$ cat src/rtl/plru_pkg.sv
`timescale 1ns/1ps
// plru_pkg: elaboration-time helpers shared by the tree replacement modules.
// Assumes heap numbering of tree nodes (root 0, children 2i+1 and 2i+2).
package plru_pkg;

    // Depth of node n in a heap-numbered binary tree (root is depth 0).
    function automatic int node_depth(input int n);
        int d;
        d = 0;
        for (int k = 0; k < 16; k++) begin
            if (((1 << (k + 1)) - 1) <= n) d = k + 1;
        end
        return d;
    endfunction

    // Position of node n among the nodes at its own depth, counted from the left.
    function automatic int node_rank(input int n);
        return n + 1 - (1 << node_depth(n));
    endfunction

endpackage

$ cat src/rtl/plru_state_store.sv
`timescale 1ns/1ps
// plru_state_store: one word of tree node bits for each set.
// It has one write port and two combinational read ports: one read feeds the
// update path, the other feeds the victim query.
// Assumes every set index is below NUM_SETS (a power of two).
module plru_state_store #(
    parameter int NUM_SETS = 64,
    parameter int NODES    = 3,
    parameter int SET_W    = $clog2(NUM_SETS)
) (
    input  logic             clk,
    input  logic             rst_n,
    input  logic             wr_en,
    input  logic [SET_W-1:0] wr_set,
    input  logic [NODES-1:0] wr_bits,
    input  logic [SET_W-1:0] rd_set_a,
    output logic [NODES-1:0] rd_bits_a,
    input  logic [SET_W-1:0] rd_set_b,
    output logic [NODES-1:0] rd_bits_b
);

    logic [NODES-1:0] tree_q [NUM_SETS];

    // Clear every tree on reset; otherwise store the new tree of the updated set.
    always_ff @(posedge clk) begin
        if (!rst_n) begin
            for (int s = 0; s < NUM_SETS; s++) tree_q[s] <= '0;
        end else if (wr_en) begin
            tree_q[wr_set] <= wr_bits;
        end
    end

    // Read ports are plain combinational selects of the stored words.
    assign rd_bits_a = tree_q[rd_set_a];
    assign rd_bits_b = tree_q[rd_set_b];

endmodule

$ cat src/rtl/plru_victim_walk.sv
`timescale 1ns/1ps
// plru_victim_walk: walks one set's tree from the root to a leaf.
// At each node a 0 bit goes to the lower half and a 1 bit to the upper half.
// Each bit taken becomes the next victim bit, most significant bit first.
// Assumes NUM_WAYS is a power of two, at least 2.
module plru_victim_walk #(
    parameter int NUM_WAYS = 4,
    parameter int WAY_W    = $clog2(NUM_WAYS),
    parameter int NODES    = NUM_WAYS - 1
) (
    input  logic [NODES-1:0] tree,
    output logic [WAY_W-1:0] victim
);

    logic [WAY_W-1:0] idx;
    logic             dir;

    // Follow the node bits level by level; idx tracks the heap node being visited.
    always_comb begin
        victim = '0;
        idx    = '0;
        dir    = 1'b0;
        for (int lvl = 0; lvl < WAY_W; lvl++) begin
            dir                   = tree[idx];
            victim[WAY_W-1-lvl]   = dir;
            idx = WAY_W'((32'(idx) << 1) + 32'd1 + 32'(dir));
        end
    end

endmodule

$ cat src/rtl/plru_path_update.sv
`timescale 1ns/1ps
// plru_path_update: builds the next tree of a set after an access to one way.
// A node on the root-to-leaf path of the way is turned to point away from it.
// A node off that path keeps its value.
// Assumes NUM_WAYS is a power of two, at least 2.
module plru_path_update #(
    parameter int NUM_WAYS = 4,
    parameter int WAY_W    = $clog2(NUM_WAYS),
    parameter int NODES    = NUM_WAYS - 1
) (
    input  logic [NODES-1:0] tree_q,
    input  logic [WAY_W-1:0] way,
    output logic [NODES-1:0] tree_d
);

    for (genvar n = 0; n < NODES; n++) begin : g_node
        localparam int DEPTH = plru_pkg::node_depth(n);
        localparam int RANK  = plru_pkg::node_rank(n);
        if (DEPTH == 0) begin : g_root
            // The root lies on every path; point it at the other half.
            assign tree_d[n] = ~way[WAY_W-1];
        end else begin : g_inner
            // The node is on the path when the upper way bits equal its rank.
            assign tree_d[n] = (way[WAY_W-1 -: DEPTH] == DEPTH'(RANK))
                             ? ~way[WAY_W-1-DEPTH] : tree_q[n];
        end
    end

endmodule

$ cat src/rtl/tree_plru_repl.sv
`timescale 1ns/1ps
// tree_plru_repl: per-set tree pseudo-LRU state with one update port and one
// victim query port. The query is combinational. An update is written at the
// next rising edge. At most one update is taken per cycle.
// Assumes NUM_SETS and NUM_WAYS are powers of two, each at least 2.
module tree_plru_repl #(
    parameter int NUM_SETS = 64,
    parameter int NUM_WAYS = 4,
    localparam int SET_W   = $clog2(NUM_SETS),
    localparam int WAY_W   = $clog2(NUM_WAYS)
) (
    input  logic             clk,
    input  logic             rst_n,
    input  logic             upd_en,
    input  logic [SET_W-1:0] upd_set,
    input  logic [WAY_W-1:0] upd_way,
    input  logic [SET_W-1:0] qry_set,
    output logic [WAY_W-1:0] victim_way
);

    localparam int NODES = NUM_WAYS - 1;

    logic [NODES-1:0] upd_tree_q;
    logic [NODES-1:0] upd_tree_d;
    logic [NODES-1:0] qry_tree;

    // Storage for all sets.
    plru_state_store #(
        .NUM_SETS (NUM_SETS),
        .NODES    (NODES),
        .SET_W    (SET_W)
    ) store_i (
        .clk       (clk),
        .rst_n     (rst_n),
        .wr_en     (upd_en),
        .wr_set    (upd_set),
        .wr_bits   (upd_tree_d),
        .rd_set_a  (upd_set),
        .rd_bits_a (upd_tree_q),
        .rd_set_b  (qry_set),
        .rd_bits_b (qry_tree)
    );

    // Next tree for the set being updated.
    plru_path_update #(
        .NUM_WAYS (NUM_WAYS),
        .WAY_W    (WAY_W),
        .NODES    (NODES)
    ) update_i (
        .tree_q (upd_tree_q),
        .way    (upd_way),
        .tree_d (upd_tree_d)
    );

    // Victim choice for the queried set.
    plru_victim_walk #(
        .NUM_WAYS (NUM_WAYS),
        .WAY_W    (WAY_W),
        .NODES    (NODES)
    ) walk_i (
        .tree   (qry_tree),
        .victim (victim_way)
    );

endmodule

$ cat config.mk
export PLATFORM = sky130hd
export DESIGN_NAME = tree_plru_repl
export DESIGN_NICKNAME = d
export VERILOG_FILES = /design/src/rtl/plru_pkg.sv /design/src/rtl/plru_state_store.sv /design/src/rtl/plru_victim_walk.sv /design/src/rtl/plru_path_update.sv /design/src/rtl/tree_plru_repl.sv
export SDC_FILE = /design/constraint.sdc
export NUM_CORES = 1
export LEC_CHECK = 0
export ABC_AREA = 1
export BUFFER_PORTS_ARGS = -buffer_cell sky130_fd_sc_hd__buf_2
export CORE_ASPECT_RATIO = 1.5
export CORE_MARGIN = 3
export CORE_UTILIZATION = 50
export DETAILED_ROUTE_END_ITERATION = 16
export GPL_TIMING_DRIVEN = 0
export PLACE_DENSITY = 0.62
export SYNTH_ARGS = -nofsm -noshare
export SYNTH_HDL_FRONTEND = slang
export SYNTH_SLANG_ARGS = --single-unit
$ cat constraint.sdc
create_clock -name clk -period 2.8 [get_ports clk]
set_input_delay 0.7 -clock clk [delete_from_list [all_inputs] [get_ports clk]]
set_output_delay 0.7 -clock clk [all_outputs]
set_load 0.005 [all_outputs]
==> summary.txt <==
Die
  – Initial Util: 50.89%
  – Die height: 182.6 um
  – Ports: 19
  – Die Area: 22580 um2
  – Core area: 20420 um2
  – Floorplan row count: 64
  – Horiz. Die Dim: 123.7 um

Logic synthesis
  – Syn. warnings: 0
  – Distinct cell type count after synthesis: 17
  – Post-Syn Nets: 1312
  – Register area share after synthesis: 55.48%
  – Synth Register Bits: 192
  – Avg Synthesized Cell Area: 8.024 um2
  – Post-Syn Area: 10390 um2
  – Post-Syn Instances: 1295

Run status
  – Failing checks: setup timing
  – Status: finished, violations left

Worst setup path
  – Cell Chain, Critical Path: buf_12, clkinv_8, buf_16, buf_8, buf_6, nand2_1, nand3_1, nand3_1, nand2_2, nand2_2, nand3_2, nand3_2, nand2_2, inv_2, nand2_1, nand2_2, buf_6
  – CP peak stage delay: 0.16 ns
  – Levels on crit path: 17
  – CP dominant cell by count: nand2_2
  – Slowest CP cell: buf_16
  – CP top delay family: buffers and inverters
  – CP Launch Type: input port
  – Crit path DAT: 2.13 ns
  – CP Buf/Inv Count: 7
  – Worst Setup End Kind: output port
  – Worst Path Required: 2.10 ns
  – CP Max Fanout: 7
  – Setup CP Type: in -> out

Cells and area
  – Final Cell Area: 12140 um2
  – Max reg flops: 192
  – Register area: 5766 um2
  – Nets: 1356
  – Filler Cells Inserted: 1875
  – Layout cell share with drive strength beyond 1: 12.35%
  – Non-filler cells in the finished layout: 1617
  – Register with the most flip-flops: store_i.tree_q
  – Synthesis-to-finish area growth: 16.87%
  – Biggest regs: store_i.tree_q (192)
  – Multi-input gate area: 4141 um2

STA
  – Period minus WS final: 2.828 ns
  – Unrepaired setup endpoints after global routing: yes
  – Fin. max-slew vios: 0
  – Worst Max-Slew Pin Slew: 1.275 ns
  – Period utilization: 101.0%
  – Final Hold Fails: 0
  – Hold slack: 0.7703 ns
  – PnR worst setup slack: -0.02795 ns
  – Fmax: 353.6 MHz
  – Rel. slew slack: 14.55%
  – Finish-stage setup viols: 2

Pwr
  – VDD IR max: 0.0004066 V
  – Leakage: 4.779 nW
  – Total power divided by cell area: 553.0 nW/um2

Drt
  – Drt pass-1 iters: 7
  – Total Wirelength: 43.69 mm
  – DRC Markers: 0
  – Final antenna-violating net count: 0
  – Via count: 10.12k
  – Wire per inst: 27.02 um
  – Initial DRC Count: 1853
  – Via-to-Cell Ratio: 6.255

GRT
  – Total Routing Usage GR: 39.10%
  – Met1 global-route usage: 48.63%
  – Vias in the first global route: 9666
  – Largest net degree at the start of global routing: 17
  – Wire length of the first global-routing pass: 61.53 mm
  – Most Crowded Layer GR: met2
  – Grt ovf: 0
  – Met3 usage: 8.279%
  – Initial antenna violation count: 1
  – Met2 Usage GRT: 58.61%

Clocking
  – CTS tree: done
  – CTS Buf Count: 17
  – CTS root buffer: clkbuf_16
  – CTS max path bufs: 2
  – # H-tree levels: 4
  – Clock transition at path regs: 0.08 ns
  – Clk sinks: 192

Placement
  – Pre-CTS setup slack: -1.031 ns
  – Post-DP Area: 10790 um2
  – GPL Wtd Cong: 0.9812
  – Dpl cells: 1572
  – I/O Buffers: 13
  – Dpl hpwl: 28.93 mm

Run
  – Max cap viols: 0

Hold path
  – Min-Delay Path Class: in -> reg
  – Hold depth: 4
[power breakdown]
part           total (W)  internal, W  switching (W)  leakage (nW)
clock            0.00240      0.00123        0.00117         0.261
combinational   0.000965     0.000281       0.000684          2.69
sequential       0.00335      0.00330      0.0000528          1.82
total            0.00672      0.00481        0.00191          4.78
[cells by family (layout without fill, tap and decap cells)]
family          Yosys count  after routing  synth area share (%)
simple gates            876            876                 35.23
flops                   192            192                 55.48
buf+inv                 171            228                 6.586
compound gates           56             56                 2.697
other cells               0              1                     0
[synth_stat cells]
| cell | instances | area (um2) |
|---|---|---|
| nand2_1 | 448 | 1682 |
| nand3_1 | 203 | 1016 |
| edfxtp_1 | 192 | 5766 |
| nor2_1 | 159 | 596.8 |
| clkbuf_1 | 66 | 247.7 |
| inv_1 | 60 | 225.2 |
| nor3_1 | 57 | 285.3 |
| o21ai_0 | 56 | 280.3 |
| buf_2 | 28 | 140.1 |
| buf_1 | 10 | 37.54 |
| nor3_2 | 4 | 40.04 |
| inv_2 | 3 | 11.26 |
| buf_4 | 2 | 15.01 |
| clkinv_1 | 2 | 7.510 |
| nor2_2 | 2 | 12.51 |
| nor2_4 | 2 | 22.52 |
| nand2_2 | 1 | 6.260 |
[path summary, 6_finish.rpt]
check / to / from / slack, ns
setup / recovery: victim_way[0] / qry_set[0] / -0.03
hold / removal: store_i.tree_q[28][0]$_SDFFCE_PN0P_ / upd_set[1] / 0.77
[area by class of cell]
cell class | instances | area share (%)
sequential | 192 | 47.48
multi-input combinational | 932 | 34.10
buffer | 105 | 6.841
clock buffer | 19 | 3.565
tap | 264 | 2.720
timing repair buffer | 26 | 2.184
inverter | 65 | 2.143
clock inverter | 13 | 0.9479
antenna | 1 | 0.02061
[layout by cell type, fill, tap and decap left out, types with 4 or more instances in the layout]
| master | instances |
|---|---|
| clkinvlp_4 | 4 |
| edfxtp_1 | 192 |
| buf_8 | 7 |
| nor3_2 | 5 |
| buf_1 | 6 |
| clkbuf_4 | 5 |
| inv_2 | 4 |
| clkbuf_16 | 24 |
| nor3_1 | 56 |
| o21ai_0 | 56 |
| inv_1 | 57 |
| buf_12 | 10 |
| buf_4 | 10 |
| nand3_1 | 175 |
| buf_2 | 24 |
| nand3_2 | 28 |
| nand2_2 | 18 |
| nand2_1 | 430 |
| clkbuf_1 | 51 |
| nor2_1 | 159 |
| clkbuf_8 | 8 |
[routing by layer]
metal / part of all wire (%) / up-vias
li1: - / 4372
met3: 12 / 231
met2: 44 / 856
met5: 0 / -
met1: 34 / 4656
met4: 9.4 / 0
[through the flow]
step	utilization, %	TNS (ns)	total power [W]
floorplan	-	0	0.003843
global placement	52.82	-21.84	0.004188
detailed placement	52.85	-7.231	0.004196
CTS	58.09	0	0.006600
global route	59.46	-0.1357	0.006841
finish	59.47	-0.05145	0.006716
[tightest hold or removal path: stages]
cell	delay (ns)
buf_2	0.11
nor2_1	0.06
nand2_1	0.09
o21ai_0	0.10
[what timing repair did]
| action | in CTS | in global routing |
|---|---|---|
| hold endpoints to repair | 0 | 0 |
| cloned | 1 | 4 |
| pin swaps | 9 | 28 |
| resized for setup | 132 | 52 |
| setup endpoints to repair | 2 | 4 |
| buffers inserted | 9 | 0 |
| hold buffers | 0 | 0 |
Power figures use the tool's default switching activity.
